==> config.mk <==
export PLATFORM = sky130hd
export DESIGN_NAME = nic_cmd_irq
export DESIGN_NICKNAME = d
export VERILOG_FILES = /design/src/rtl/nic_cmd_irq_pkg.sv /design/src/rtl/nic_cmd_ctrl.sv /design/src/rtl/nic_cmd_dp.sv /design/src/rtl/nic_cmd_irq.sv
export SDC_FILE = /design/constraint.sdc
export NUM_CORES = 1
export LEC_CHECK = 0
export BUFFER_PORTS_ARGS = -buffer_cell sky130_fd_sc_hd__buf_2
export CORE_UTILIZATION = 50
export DETAILED_ROUTE_END_ITERATION = 16
export PLACE_DENSITY = 0.9
export SLEW_MARGIN = 10
export SYNTH_ARGS = -nofsm -noshare
export SYNTH_HDL_FRONTEND = slang
export SYNTH_SLANG_ARGS = --single-unit
==> constraint.sdc <==
create_clock -name clk -period 1.9 [get_ports clk]
set_input_delay 0.095 -clock clk [delete_from_list [all_inputs] [get_ports clk]]
set_output_delay 0.095 -clock clk [all_outputs]
set_load 0.005 [all_outputs]
==> src/rtl/nic_cmd_irq_pkg.sv <==
package nic_cmd_irq_pkg;

  localparam int unsigned DATA_W  = 8;
  localparam int unsigned EV_W    = 7;
  localparam int unsigned DMA_W   = 3;
  localparam int unsigned PAGE_W  = 2;

  localparam logic [DMA_W-1:0] DMA_ABORT = 3'd4;
  localparam logic [DMA_W-1:0] DMA_READ  = 3'd1;
  localparam logic [DMA_W-1:0] DMA_BAD   = 3'd0;

  localparam int unsigned EV_RX     = 0;
  localparam int unsigned EV_TX     = 1;
  localparam int unsigned EV_RXERR  = 2;
  localparam int unsigned EV_TXERR  = 3;
  localparam int unsigned EV_OVW    = 4;
  localparam int unsigned EV_CNT    = 5;
  localparam int unsigned EV_DMA    = 6;

  typedef enum logic [1:0] {
    RD_NONE = 2'd0,
    RD_CMD  = 2'd1,
    RD_STAT = 2'd2,
    RD_MASK = 2'd3
  } rdSel_t;

  typedef struct packed {
    logic              cmdWr;
    logic              statWr;
    logic              maskWr;
    logic [EV_W-1:0]   clrBits;
    logic [EV_W-1:0]   maskBits;
    logic [PAGE_W-1:0] newPage;
    logic [DMA_W-1:0]  newDma;
    logic              txReq;
    logic              startReq;
    logic              stopReq;
    logic              startRise;
    logic              zeroRead;
    rdSel_t            rdSel;
  } ctlStrobes_t;

endpackage

==> src/rtl/nic_cmd_ctrl.sv <==
module nic_cmd_ctrl
  import nic_cmd_irq_pkg::*;
#(
  parameter int unsigned ADDR_W   = 4,
  parameter int unsigned CMD_OFS  = 0,
  parameter int unsigned STAT_OFS = 7,
  parameter int unsigned MASK_OFS = 15
) (
  input  logic              clk,
  input  logic              rstN,
  input  logic              regWr,
  input  logic [ADDR_W-1:0] regAddr,
  input  logic [DATA_W-1:0] regWrData,
  input  logic [PAGE_W-1:0] curPage,
  input  logic              startNow,
  input  logic              remCntZero,
  output ctlStrobes_t       stb
);

  localparam logic [ADDR_W-1:0] CMD_A  = ADDR_W'(CMD_OFS);
  localparam logic [ADDR_W-1:0] STAT_A = ADDR_W'(STAT_OFS);
  localparam logic [ADDR_W-1:0] MASK_A = ADDR_W'(MASK_OFS);
  localparam logic [PAGE_W-1:0] PG0    = '0;
  localparam logic [PAGE_W-1:0] PG2    = PAGE_W'(2);

  logic              hitCmd;
  logic              hitStat;
  logic              hitMaskW;
  logic              hitMaskR;
  logic [DMA_W-1:0]  rawDma;

  always_comb begin
    hitCmd   = (regAddr == CMD_A);
    hitStat  = (regAddr == STAT_A) && (curPage == PG0);
    hitMaskW = (regAddr == MASK_A) && (curPage == PG0);
    hitMaskR = (regAddr == MASK_A) && (curPage == PG2);
    rawDma   = regWrData[5:3];
  end

  always_comb begin
    stb           = '0;
    stb.cmdWr     = regWr && hitCmd;
    stb.statWr    = regWr && hitStat;
    stb.maskWr    = regWr && hitMaskW;
    stb.clrBits   = stb.statWr ? regWrData[EV_W-1:0] : '0;
    stb.maskBits  = regWrData[EV_W-1:0];
    stb.newPage   = regWrData[7:6];
    stb.newDma    = (rawDma == DMA_BAD) ? DMA_ABORT : rawDma;
    stb.txReq     = regWrData[2];
    stb.startReq  = regWrData[1];
    stb.stopReq   = regWrData[0];
    stb.startRise = stb.cmdWr && regWrData[1] && !startNow;
    stb.zeroRead  = stb.cmdWr && (stb.newDma == DMA_READ) && regWrData[1] && remCntZero;
    if (hitCmd)        stb.rdSel = RD_CMD;
    else if (hitStat)  stb.rdSel = RD_STAT;
    else if (hitMaskR) stb.rdSel = RD_MASK;
    else               stb.rdSel = RD_NONE;
  end

  // only one register is written per access
  p_one_target_r6: assert property (@(posedge clk) disable iff (!rstN)
    $onehot0({stb.cmdWr, stb.statWr, stb.maskWr}));

  // the decoded DMA code is never the illegal value
  p_no_bad_code_r2: assert property (@(posedge clk) disable iff (!rstN)
    stb.cmdWr |-> (stb.newDma != DMA_BAD));

endmodule

==> src/rtl/nic_cmd_dp.sv <==
module nic_cmd_dp
  import nic_cmd_irq_pkg::*;
(
  input  logic              clk,
  input  logic              rstN,
  input  ctlStrobes_t       stb,
  input  logic [EV_W-1:0]   evRaw,
  input  logic              txDoneEv,
  output logic [DATA_W-1:0] rdData,
  output logic              irq,
  output logic              txStart,
  output logic              txBusy,
  output logic              txOk,
  output logic [PAGE_W-1:0] pageQ,
  output logic [DMA_W-1:0]  dmaQ,
  output logic              startQ,
  output logic              stopQ
);

  logic              rstFlagQ;
  logic [EV_W-1:0]   statQ;
  logic [EV_W-1:0]   maskQ;
  logic [EV_W-1:0]   setVec;
  logic              txAccept;
  logic              txFinish;

  always_comb begin
    txAccept        = stb.cmdWr && stb.txReq && !txBusy;
    txFinish        = txDoneEv && txBusy;
    setVec          = evRaw;
    setVec[EV_TX]   = txFinish;
    setVec[EV_DMA]  = evRaw[EV_DMA] | stb.zeroRead;
  end

  // command fields
  always_ff @(posedge clk) begin
    if (!rstN) begin
      pageQ  <= '0;
      dmaQ   <= DMA_ABORT;
      startQ <= 1'b0;
      stopQ  <= 1'b1;
    end else if (stb.cmdWr) begin
      pageQ  <= stb.newPage;
      dmaQ   <= stb.newDma;
      startQ <= stb.startReq;
      stopQ  <= stb.stopReq;
    end
  end

  // sticky reset-status flag
  always_ff @(posedge clk) begin
    if (!rstN)           rstFlagQ <= 1'b1;
    else if (stb.cmdWr)  rstFlagQ <= (rstFlagQ | stb.stopReq) & ~stb.startRise;
  end

  // one flop per status bit: an event beats a clear in the same cycle
  for (genvar gi = 0; gi < EV_W; gi++) begin : g_stat
    always_ff @(posedge clk) begin
      if (!rstN)            statQ[gi] <= 1'b0;
      else if (setVec[gi])  statQ[gi] <= 1'b1;
      else if (stb.clrBits[gi]) statQ[gi] <= 1'b0;
    end
  end

  always_ff @(posedge clk) begin
    if (!rstN)           maskQ <= '0;
    else if (stb.maskWr) maskQ <= stb.maskBits;
  end

  // transmit handshake
  always_ff @(posedge clk) begin
    if (!rstN) begin
      txStart <= 1'b0;
      txBusy  <= 1'b0;
      txOk    <= 1'b0;
    end else begin
      txStart <= txAccept;
      if (txAccept) begin
        txBusy <= 1'b1;
        txOk   <= 1'b0;
      end else if (txFinish) begin
        txBusy <= 1'b0;
        txOk   <= 1'b1;
      end
    end
  end

  always_comb irq = |(statQ & maskQ);

  always_comb begin
    unique case (stb.rdSel)
      RD_CMD:  rdData = {pageQ, dmaQ, txBusy, startQ, stopQ};
      RD_STAT: rdData = {rstFlagQ, statQ};
      RD_MASK: rdData = {1'b0, maskQ};
      default: rdData = '0;
    endcase
  end

  // reset-status only falls after a start-rising command write
  p_rst_sticky_r4: assert property (@(posedge clk) disable iff (!rstN)
    $fell(rstFlagQ) |-> $past(stb.startRise));

  // a stop write without a start rise leaves reset-status set
  p_stop_sets_rst_r3: assert property (@(posedge clk) disable iff (!rstN)
    (stb.cmdWr && stb.stopReq && !stb.startRise) |=> rstFlagQ);

  // received-packet event is never lost to a simultaneous clear
  p_event_wins_r11: assert property (@(posedge clk) disable iff (!rstN)
    evRaw[EV_RX] |=> statQ[EV_RX]);

  // an accepted transmit command shows as busy next cycle
  p_tx_busy_r10: assert property (@(posedge clk) disable iff (!rstN)
    txStart |-> txBusy);

  // no second start pulse while a transmit is outstanding
  p_no_restart_r12: assert property (@(posedge clk) disable iff (!rstN)
    (txBusy && !txDoneEv) |=> !txStart);

  // stored DMA code is never the illegal value
  p_dma_legal_r2: assert property (@(posedge clk) disable iff (!rstN)
    dmaQ != DMA_BAD);

endmodule

==> src/rtl/nic_cmd_irq.sv <==
module nic_cmd_irq
  import nic_cmd_irq_pkg::*;
#(
  parameter int unsigned ADDR_W   = 4,
  parameter int unsigned CMD_OFS  = 0,
  parameter int unsigned STAT_OFS = 7,
  parameter int unsigned MASK_OFS = 15
) (
  input  logic              clk,
  input  logic              rstN,
  input  logic              regWr,
  input  logic [ADDR_W-1:0] regAddr,
  input  logic [7:0]        regWrData,
  output logic [7:0]        regRdData,
  input  logic              rxDoneEv,
  input  logic              rxErrEv,
  input  logic              txErrEv,
  input  logic              ovwEv,
  input  logic              cntOvfEv,
  input  logic              dmaDoneEv,
  input  logic              txDoneEv,
  input  logic              remCntZero,
  output logic              irq,
  output logic              txStart,
  output logic              txBusy,
  output logic              txOk,
  output logic [1:0]        pageSel,
  output logic [2:0]        dmaCmd,
  output logic              running,
  output logic              stopped
);

  ctlStrobes_t     stb;
  logic [EV_W-1:0] evRaw;

  always_comb begin
    evRaw           = '0;
    evRaw[EV_RX]    = rxDoneEv;
    evRaw[EV_RXERR] = rxErrEv;
    evRaw[EV_TXERR] = txErrEv;
    evRaw[EV_OVW]   = ovwEv;
    evRaw[EV_CNT]   = cntOvfEv;
    evRaw[EV_DMA]   = dmaDoneEv;
  end

  nic_cmd_ctrl #(
    .ADDR_W(ADDR_W), .CMD_OFS(CMD_OFS), .STAT_OFS(STAT_OFS), .MASK_OFS(MASK_OFS)
  ) u_ctrl (
    .clk        (clk),
    .rstN       (rstN),
    .regWr      (regWr),
    .regAddr    (regAddr),
    .regWrData  (regWrData),
    .curPage    (pageSel),
    .startNow   (running),
    .remCntZero (remCntZero),
    .stb        (stb)
  );

  nic_cmd_dp u_dp (
    .clk      (clk),
    .rstN     (rstN),
    .stb      (stb),
    .evRaw    (evRaw),
    .txDoneEv (txDoneEv),
    .rdData   (regRdData),
    .irq      (irq),
    .txStart  (txStart),
    .txBusy   (txBusy),
    .txOk     (txOk),
    .pageQ    (pageSel),
    .dmaQ     (dmaCmd),
    .startQ   (running),
    .stopQ    (stopped)
  );

endmodule

## After elaboration in Yosys (flattened, before gate mapping)

Cells that the tools add are included.
Widths: inputs -> output; s select.

- Eq/ne operators: 7
- Bitwise operators: 6
- Shifts and indexed selects: 0
- Add/subtract/negate cells: 0
- $lt $le $gt $ge: 0
- Div/mod/pow operators: 0
- Multipliers: 0
- Multiplexer cells: 22
- Reductions and logical operators: 29

Operators with widths:

| kind | count |
|---|---|
| $pmux 8 s3 | 1 |
| $mux 1 | 16 |
| $reduce_bool 2->1 | 8 |
| $logic_and 1x1->1 | 14 |
| $and 7x7->7 | 1 |
| $mux 7 | 1 |
| $reduce_or 7->1 | 1 |
| $eq 2x2->1 const B | 3 |
| $mux 2 | 3 |
| $eq 4x3->1 const B | 1 |
| $eq 4x4->1 const B | 1 |
| $logic_not 4->1 | 1 |
| $eq 3x1->1 const B | 1 |
| $logic_not 3->1 | 1 |
| $mux 3 | 1 |
| $eq 2x1->1 const B | 1 |
| $logic_not 1->1 | 2 |
| $logic_not 2->1 | 1 |
| $not 1->1 | 2 |
| $or 1x1->1 | 2 |
| $reduce_or 2->1 | 1 |
| $and 1x1->1 | 1 |

- Bits in latches: 0
- Output and inout port bits: 19
- Register bits: 25
- Memory bits (writable): 0
- Bits in read-only memories: 0
- Word-level logic and storage cells: 80
- Memories kept: 0
- Input port bits: 23

## Longest topological paths before layout

Gate-level depths: netlist (run 1).

- Word-level depth: 8
- Depth in mapped cells: 5
- Depth with buffers taken out: 3

## Hierarchy

From an unflattened synthesis (run 1), not the netlist that was laid out.

- Cells, all modules: 153
- Area, all modules: 1431.4 sq um

Modules (own cells, without submodules):

| module | instances | seq. area each (sq um) | area an instance (sq um) | cells an instance |
|---|---|---|---|---|
| nic_cmd_dp | 1 | 500.5 | 1157.4 | 106 |
| nic_cmd_ctrl | 1 | 0.0 | 270.3 | 46 |
| nic_cmd_irq | 1 | 0.0 | 3.8 | 1 |

## Least setup slack after synthesis (run 1)

No wires, ideal clock.

- Path type: register -> output
- Start: reg u_dp.pageQ[0]
- End: out regRdData[7]
- Setup slack: 438 ps
- Stages on the path, launching flop included: 5
- Data arrival time: 1367 ps
- Path through: dfxtp_1 > or3_1 > or2_2 > clkbuf_1 > o21ai_0

- Longest elaborated chain between the ends: 7
- Elaborated cells between the ends (all ways): 11

RTL lines:

| what | line | text |
|---|---|---|
| from (decl) | nic_cmd_dp.sv:14 | `output logic [PAGE_W-1:0] pageQ,` |
| from (signal assigned) | nic_cmd_dp.sv:43 | `pageQ <= stb.newPage;` |
| $eq 2x2->1 | nic_cmd_ctrl.sv:36 | `hitMaskR = (regAddr == MASK_A) && (curPage == PG2);` |
| $logic_and 1x1->1 | nic_cmd_ctrl.sv:36 |  |
| $mux 2 | nic_cmd_ctrl.sv:56 | `else if (hitMaskR) stb.rdSel = RD_MASK;` |
| $mux 2 (*) | nic_cmd_ctrl.sv:55 | `else if (hitStat) stb.rdSel = RD_STAT;` |
| $mux 2 (*) | nic_cmd_ctrl.sv:54 | `if (hitCmd) stb.rdSel = RD_CMD;` |
| $eq 2x2->1 / $eq 2x1->1 (equally long branches) | nic_cmd_dp.sv:91 | `unique case (stb.rdSel)` |
| $pmux 8 s3 (*) | nic_cmd_dp.sv:91 |  |
| to (decl) | nic_cmd_irq.sv:14 | `output logic [7:0] regRdData,` |

Mark *: on every way between the ends. The rest lies on a longest branch, timed or not.

## Worst setup path in the final report (run 1)

- Start: reg u_dp.pageQ[1]
- End: out regRdData[0]

The elaborated chain is that of the path after synthesis.

==> flow_metrics.env, run 1 <==
export IMPL_firstDrtPassIters=7
export IMPL_nets=223
export IMPL_syn_nets=180
export IMPL_start_util_pct=53.5
export IMPL_critPathRequiredTime_ps=1800
export IMPL_routabilityCongestion=0.936
export IMPL_num_rows=18
export IMPL_holdCritPathClass="in2reg"
export IMPL_ios=42
export IMPL_grt_max_degree=19
export IMPL_core_area_um2=2520
export IMPL_slew_violations=0
export IMPL_hp_start="rxErrEv"
export IMPL_ys_async_sr_fraction_pct=0
export IMPL_clockBufferDepth=2
export IMPL_fin_crit_sh_pct=98.6
export IMPL_synth_edf_count=0
export IMPL_worstPathArrival_ps=1780
export IMPL_max_slew_margin_rel_pct=50.3
export IMPL_clock_skew_ps=13.1
export IMPL_place_ws_ps=288
export IMPL_ys_types=38
export IMPL_layout_min_cycle_time_ps=1870
export IMPL_grt_pass1_vias=1446
export IMPL_p_leak_nw=0.710
export IMPL_ys_dominant_reg_cell="dfxtp_1"
export IMPL_setup_viol=0
export IMPL_fp_dieH_um=53.9
export IMPL_syn_inst=157
export IMPL_fillCellCount=212
export IMPL_ir_drop_v=0.000461
export IMPL_grt_first_pass_wirelength_um=6610
export IMPL_rsz0062_at_grt="yes"
export IMPL_track_usage_pct=31.8
export IMPL_ys_warn_count=0
export IMPL_port_buffers=41
export IMPL_die_x_um=53.9
export IMPL_reg2reg_from="u_dp.pageQ[0]"
export IMPL_drc_errors=0
export IMPL_clock_root_buffer="clkbuf_4"
export IMPL_worst_slew_pin_slew_ps=746
export IMPL_diodes=0
export IMPL_antenna_found_initial=0
export IMPL_start_kind="flip-flop"
export IMPL_syn_area_um2=1350
export IMPL_drt_wl_total_um=4160
export IMPL_ant_nets=0
export IMPL_numClockSinks=25
export IMPL_syn_avg_cell_area_um2=8.59
export IMPL_worstSetupPathType="reg2out"
export IMPL_dr_first_iter_drc_count=94
export IMPL_max_cap_violations=0
export IMPL_setup_slack_ps=26.2
export IMPL_wl_per_cell_um=18.2
export IMPL_yosysSeqAreaShare_pct=37.1
export IMPL_grt_overflow=0
export IMPL_die_area_um2=2910
export IMPL_cp_startpoint="u_dp.pageQ[1]"
export IMPL_h_tree_depth=1
export IMPL_drive_above_1_share_pct=31.2
export IMPL_viasPerCell=6.85
export IMPL_ys_ff_latch=25
export IMPL_area_delta_synth_final_pct=23.5
export IMPL_dp_hpwl_um=2880
export IMPL_critPathMaxFanout=8
export IMPL_power_density_nw_per_um2=571
export IMPL_finalHoldViolCount=0
export IMPL_end_kind="output pin"
export IMPL_path_clk_slew_ps=150
export IMPL_status="finished, final reports clean"
export IMPL_max_freq_mhz=534
export IMPL_dr_total_vias=1568
export IMPL_numCtsBuffers=3
export IMPL_clock_latency_ps=330
export IMPL_p_total_mw=0.951
export IMPL_cts_tree="yes"
-- where the power goes --
part / switching, mW / internal [mW]
logic: 0.0855 / 0.0658
clock network: 0.168 / 0.0806
registers: 0.0132 / 0.538
total: 0.267 / 0.684
-- repair_timing --
action	in CTS	in global routing
hold buffers	4	0
pin swaps	0	1
setup endpoints to repair	8	8
resized for setup	3	7
setup buffers	0	0
endpoints found under the hold margin	4	0
-- state kept, by name, summed over array words and instances, names as in the netlist --
name,cells
u_dp.stopQ,1
u_dp.txStart,1
u_dp.dmaQ,3
u_dp.rstFlagQ,1
u_dp.pageQ,2
u_dp.txOk,1
u_dp.maskQ,7
u_dp.statQ,7
u_dp.txBusy,1
u_dp.startQ,1
-- through the flow --
| step | setup TNS [ps] | util (%) | instance area, µm² | std cells | hold WS [ps] |
|---|---|---|---|---|---|
| 5_1_grt | -26.0 | 66.0 | 1670 | 229 | 12.1 |
| 6_report | 0 | 66.0 | 1670 | 229 | 5.76 |
| 4_1_cts | 0 | 65.0 | 1640 | 229 | 5.61 |
| 3_5_place_dp | 0 | 62.0 | 1560 | 221 | 326 |
| 3_3_place_gp | 0 | 62.0 | 1560 | 221 | 328 |
| 2_1_floorplan | 0 | - | 1350 | 157 | 196 |
-- critical path, cell delays in order, from the launching register on --
cell	delay, ps
dfxtp_2	390
nor2b_4	150
a21oi_1	610
a2bb2oi_1	140
buf_2	170
-- layout by cell type, fill, tap and decap left out, drive strengths merged, types with 2 or more instances in the layout --
master	Yosys	final
a2bb2oi	7	7
nor2	2	2
dlygate4sd3	0	4
a21oi	15	15
nor3	2	2
nor4	2	2
nand2	3	3
buf	6	46
clkbuf	6	3
nor2b	2	2
a31oi	6	6
o211a	7	7
a22oi	2	2
o21ai	21	21
inv	9	9
nand2b	2	2
nand3	18	18
dfxtp	25	25
a32o	7	7
-- routing by layer --
layer	wire length [µm]	global-route usage, %	up-vias	part of all wire (%)
li1	-	-	695	-
met2	1980	51.9	128	48
met5	0	0	-	0
met3	437	4.80	28	11
met1	1560	39.1	717	37
met4	182	19.3	0	4.4
-- Yosys cell counts (2+ instances only) --
cell       instances  area [µm²]
o211a_1            7        70.1
buf_2              2        10.0
a21oi_1           15        75.1
nand2b_1           2        12.5
inv_1              9        33.8
nor2b_1            2        12.5
buf_6              2        22.5
o21ai_0           20         100
a32o_1             7        70.1
nand2_1            3        11.3
a22oi_1            2        15.0
nand3_1           18        90.1
nor2_1             2        7.51
nor3_1             2        10.0
a31oi_1            6        37.5
a2bb2oi_1          7        61.3
dfxtp_1           25         500
clkbuf_1           6        22.5
-- final timing paths --
kind	to	slack [ps]	cells after the start
max reg2reg	u_dp.statQ[6]	420	3
max	regRdData[0]	30	4
min	u_dp.statQ[2]	6	3
min reg2reg	u_dp.txOk	510	1
-- cell families (layout without fill, tap and decap cells) --
kind of cell | Yosys count | in the layout | share of synthesized area, %
and+or+nand+nor | 40 | 40 | 19.2
buffers and inverters | 21 | 63 | 7.42
AOI/OAI and AO/OA | 71 | 71 | 36.3
DFF | 25 | 25 | 37.1
-- final cells by class --
type / count / area, µm² / share of cell area [%]
Clock buffer: 3 / 22.5 / 1.35
Multi-Input combinational cell: 111 / 776 / 46.6
Inverter: 9 / 33.8 / 2.03
Tap cell: 30 / 37.5 / 2.25
Sequential cell: 25 / 505 / 30.4
Timing Repair Buffer: 50 / 283 / 17.0
Clock inverter: 1 / 7.51 / 0.451
(Power assumes the default switching activity.)
==> run 2: changes to the inputs <==
Clock period 1.9 ns to 2.15 ns, I/O delays scaled along.
==> flow_metrics.env, run 2 (synthesized netlist as in run 1, its figures left out) <==
export IMPL_h_tree_depth=1
export IMPL_cp_buffers_inverters=1
export IMPL_area_delta_synth_final_pct=16.9
export IMPL_design_area_um2=1580
export IMPL_clockBufferDepth=2
export IMPL_power_density_nw_per_um2=519
export IMPL_failed_checks="negative hold slack"
export IMPL_max_slew_margin_rel_pct=55.0
export IMPL_dr_total_vias=1522
export IMPL_ir_drop_v=0.000516
export IMPL_holdCritPathClass="in2reg"
export IMPL_finalHoldViolCount=1
export IMPL_start_kind="flip-flop"
export IMPL_wl_per_cell_um=18.4
export IMPL_firstDrtPassIters=6
export IMPL_numClockSinks=25
export IMPL_critical_path_max_stage_delay_ps=440
export IMPL_drive_above_1_share_pct=28.0
export IMPL_grt_max_degree=19
export IMPL_clock_root_buffer="clkbuf_4"
export IMPL_path_cells="or3_1 -> or2_2 -> o21ai_0 -> buf_2"
export IMPL_ant_nets=0
export IMPL_grt_first_pass_wirelength_um=6470
export IMPL_setup_viol=0
export IMPL_final_cell_mix="buf_2 (41), dfxtp_1 (25), o21ai_0 (20)"
export IMPL_worst_path_stages=4
export IMPL_rsz0062_at_grt="no"
export IMPL_clock_skew_ps=8.04
export IMPL_antenna_found_initial=0
export IMPL_clock_latency_ps=320
export IMPL_nets=217
export IMPL_postPlaceCellArea_um2=1550
export IMPL_ff2ff_path_depth=3
export IMPL_worst_slew_pin_slew_ps=675
export IMPL_drt_wl_total_um=4110
export IMPL_p_leak_nw=0.677
export IMPL_start_util_pct=53.5
export IMPL_layout_min_cycle_time_ps=2030
export IMPL_status="finished, violations left"
export IMPL_cts_tree="yes"
export IMPL_numCtsBuffers=3
export IMPL_dp_hpwl_um=2870
export IMPL_worstSetupPathType="reg2out"
export IMPL_max_cap_violations=0
export IMPL_die_area_um2=2910
export IMPL_drc_errors=0
export IMPL_path_clk_slew_ps=130
export IMPL_num_rows=18
export IMPL_critPathMaxFanout=8
export IMPL_track_usage_pct=31.3
export IMPL_grt_pass1_vias=1448
export IMPL_fp_dieH_um=53.9
export IMPL_diodes=0
export IMPL_slew_violations=0
export IMPL_max_freq_mhz=492
export IMPL_worst_path_dominant_cell_family="simple AND/OR/NAND/NOR gates"
export IMPL_ios=42
export IMPL_fin_tns_setup_ps=0
export IMPL_viasPerCell=6.83
export IMPL_core_area_um2=2520
export IMPL_p_total_mw=0.819
export IMPL_top_regs="u_dp.maskQ: 7 flops, u_dp.statQ: 7 flops, u_dp.dmaQ: 3 flops"
export IMPL_min_path_cells=2
export IMPL_end_kind="output pin"
export IMPL_critPathRequiredTime_ps=2040
export IMPL_fin_crit_sh_pct=94.6
export IMPL_layout_commonest_cell="buf_2"
export IMPL_worstPathArrival_ps=1930
export IMPL_die_x_um=53.9
export IMPL_hold_slack_ps=-2.89
export IMPL_dr_first_iter_drc_count=121
export IMPL_routabilityCongestion=0.973
export IMPL_holdBufCountCts=0
export IMPL_port_buffers=41
export IMPL_crit_path_top_delay_cell="or3_1"
export IMPL_grt_overflow=0
[run 2: cell count changes in the layout (fill, tap and decap cells not counted), moves of 2 or more]
cell / delta
dfxtp_1: +2
a2bb2oi_2: -2
dlygate4sd3_1: -4
a2bb2oi_1: +2
buf_4: -2
[run 2: worst reg2reg max path, delay by kind of cell, from the launching register on]
| family | cells | cell delay (ps) |
|---|---|---|
| flops | 1 | 400 |
| simple gates | 1 | 440 |
| compound gates | 2 | 610 |
[run 2: power by group]
group | switching [mW] | total, mW | internal [mW]
logic | 0.0733 | 0.124 | 0.0503
clock network | 0.135 | 0.207 | 0.0726
registers | 0.0118 | 0.488 | 0.476
total | 0.220 | 0.819 | 0.599
[run 2: final cells by class]
| cell class | count | area (µm²) |
|---|---|---|
| clock buffers | 4 | 26.3 |
| fillers | 223 | 946 |
| inverters | 9 | 33.8 |
| multi-input cells | 111 | 751 |
| flip-flops and latches | 25 | 500 |
| well taps | 30 | 37.5 |
| repair buffers | 44 | 228 |
[run 2: through the flow]
step	std cells	utilization (%)	hold WS, ps	setup WS [ps]
floorplan	157	-	209	675
global route	223	62.5	13.4	32.5
global placement	219	61.4	337	551
CTS	223	62.4	6.79	134
detailed placement	219	61.4	346	512
finish	223	62.5	-2.89	117
[run 2: repair_timing]
action	4_1_cts	5_1_grt
setup buffers	0	0
resized for setup	0	1
setup endpoints to repair	0	7
[run 2: per-layer routing]
| layer | global-route usage [%] | share of wire, % | vias to the layer above | wire length [µm] |
|---|---|---|---|---|
| met3 | 4.52 | 11 | 19 | 449 |
| met5 | 0 | 0 | - | 0 |
| met4 | 19.7 | 3.1 | 0 | 127 |
| met2 | 51.0 | 49 | 125 | 2000 |
| met1 | 38.3 | 37 | 698 | 1530 |
| li1 | - | - | 680 | - |
[run 2: final timing paths]
kind,slack (ps),end,from
worst min register to register,510,u_dp.txOk,u_dp.txOk
worst max-delay path,120,regRdData[7],u_dp.pageQ[0]
worst min-delay path,-3,u_dp.statQ[2],regWrData[2]
worst max register to register,610,u_dp.statQ[6],u_dp.pageQ[0]
==> run 3: changes to the inputs <==
==> constraint.sdc (replaced) <==
create_clock -name clk -period 2.15 [get_ports clk]
set_input_delay 0.215 -clock clk [delete_from_list [all_inputs] [get_ports clk]]
set_output_delay 0.215 -clock clk [all_outputs]
set_load 0.005 [all_outputs]
==> flow_metrics.env, run 3 (synthesized netlist as in run 1, its figures left out) <==
export IMPL_status="finished, final reports clean"
export IMPL_grt_overflow=0
export IMPL_grt_first_pass_wirelength_um=6130
export IMPL_post_cts_buffers=0
export IMPL_num_rows=18
export IMPL_max_freq_mhz=493
export IMPL_die_area_um2=2910
export IMPL_numClockSinks=25
export IMPL_layout_commonest_cell="buf_2"
export IMPL_final_cell_mix="buf_2 (41), dfxtp_1 (23), o21ai_0 (20)"
export IMPL_end_kind="output pin"
export IMPL_clock_skew_ps=16.9
export IMPL_dp_hpwl_um=2800
export IMPL_min_path_cells=2
export IMPL_top_regs="u_dp.maskQ: 7 flops, u_dp.statQ: 7 flops, u_dp.dmaQ: 3 flops"
export IMPL_grt_pass1_vias=1344
export IMPL_max_cap_violations=0
export IMPL_dr_total_vias=1477
export IMPL_critPathRequiredTime_ps=1930
export IMPL_ios=42
export IMPL_clock_root_buffer="clkbuf_4"
export IMPL_fin_crit_sh_pct=94.3
export IMPL_nets=219
export IMPL_hold_end="u_dp.statQ[6]"
export IMPL_slew_violations=0
export IMPL_worst_slew_pin_slew_ps=679
export IMPL_setup_viol=0
export IMPL_clock_latency_ps=340
export IMPL_critPathMaxFanout=8
export IMPL_holdCritPathClass="in2reg"
export IMPL_worstSetupPathType="reg2out"
export IMPL_grt_max_degree=19
export IMPL_worstReg2RegEnd="u_dp.statQ[6]"
export IMPL_fp_dieH_um=53.9
export IMPL_ir_drop_v=0.000499
export IMPL_reg2reg_from="u_dp.pageQ[0]"
export IMPL_area_delta_synth_final_pct=19.1
export IMPL_track_usage_pct=29.6
export IMPL_max_slew_margin_rel_pct=54.7
export IMPL_diodes=0
export IMPL_rsz0062_at_grt="no"
export IMPL_worstPathArrival_ps=1810
export IMPL_drt_wl_total_um=3970
export IMPL_port_buffers=41
export IMPL_firstDrtPassIters=5
export IMPL_clockBufferDepth=2
export IMPL_layout_cells_non_filler=225
export IMPL_dr_first_iter_drc_count=112
export IMPL_p_leak_nw=0.690
export IMPL_ant_nets=0
export IMPL_h_tree_depth=1
export IMPL_viasPerCell=6.56
export IMPL_antenna_found_initial=0
export IMPL_layout_min_cycle_time_ps=2030
export IMPL_dp_cells=221
export IMPL_drive_above_1_share_pct=30.8
export IMPL_die_x_um=53.9
export IMPL_routabilityCongestion=0.995
export IMPL_power_density_nw_per_um2=519
export IMPL_fin_tns_setup_ps=0
export IMPL_hp_start="dmaDoneEv"
export IMPL_drc_errors=0
export IMPL_cts_tree="yes"
export IMPL_start_kind="flip-flop"
export IMPL_finalHoldViolCount=0
export IMPL_core_area_um2=2520
export IMPL_reg2reg_slack_ps=650
export IMPL_start_util_pct=53.5
export IMPL_numCtsBuffers=3
export IMPL_fillCellCount=224
export IMPL_path_clk_slew_ps=150
export IMPL_wl_per_cell_um=17.7
export IMPL_ff2ff_path_depth=3
run 3: what timing repair did:
action	4_1_cts	5_1_grt
resized for setup	0	5
hold buffers	0	0
setup endpoints to repair	0	8
run 3: layer usage:
metal  track usage [%]  part of all wire [%]  vias up
li1                  -                     -      686
met1              37.2                    40      671
met2              48.8                    47      109
met3              4.80                    11       11
met4              13.6                   1.9        0
met5                 0                     0        -
run 3: worst max-delay path by stage:
| stage | startpoint | to | slack (ps) | cells after the start |
|---|---|---|---|---|
| floorplan | u_dp.pageQ[0] | regRdData[7] | 570 | 4 |
| global placement | regAddr[0] | regRdData[6] | 450 | 6 |
| detailed placement | regAddr[0] | regRdData[6] | 350 | 6 |
| CTS | u_dp.pageQ[0] | regRdData[6] | 8 | 4 |
| global route | u_dp.pageQ[0] | regRdData[7] | 60 | 4 |
| finish | u_dp.pageQ[1] | regRdData[3] | 120 | 4 |
run 3: area by class of cell:
cell class | instances | area (µm²) | share of cell area, %
Clock buffer | 3 | 22.5 | 1.40
Sequential cell | 25 | 503 | 31.3
Tap cell | 30 | 37.5 | 2.34
Timing Repair Buffer | 46 | 243 | 15.1
Inverter | 9 | 33.8 | 2.10
Multi-Input combinational cell | 111 | 759 | 47.3
Clock inverter | 1 | 7.51 | 0.467
run 3: stage by stage:
stage                     worst slack, ps  area, µm²  total power, mW  util, %  hold WS (ps)
after CTS                            8.37       1590            0.828     63.1          92.6
after floorplan                       568       1350            0.560        -           316
after global routing                 61.6       1610            0.864     63.7          77.1
final                                 122       1610            0.833     63.7          89.3
after global placement                454       1560            0.611     62.0           449
after detailed placement              350       1560            0.617     62.0           448
run 3: critical path, cell delays in order, from the launching register on:
cell and delay (ps):
dfxtp_2 380, nor2b_2 190, a21oi_1 570, a2bb2oi_1 160
buf_2 170
run 3: report_power, final:
group / leakage [nW] / internal [mW] / switching, mW / total, mW
sequential: 0.205 / 0.476 / 0.0110 / 0.487
combinational: 0.471 / 0.0519 / 0.0737 / 0.126
clock: 0.0139 / 0.0714 / 0.149 / 0.220
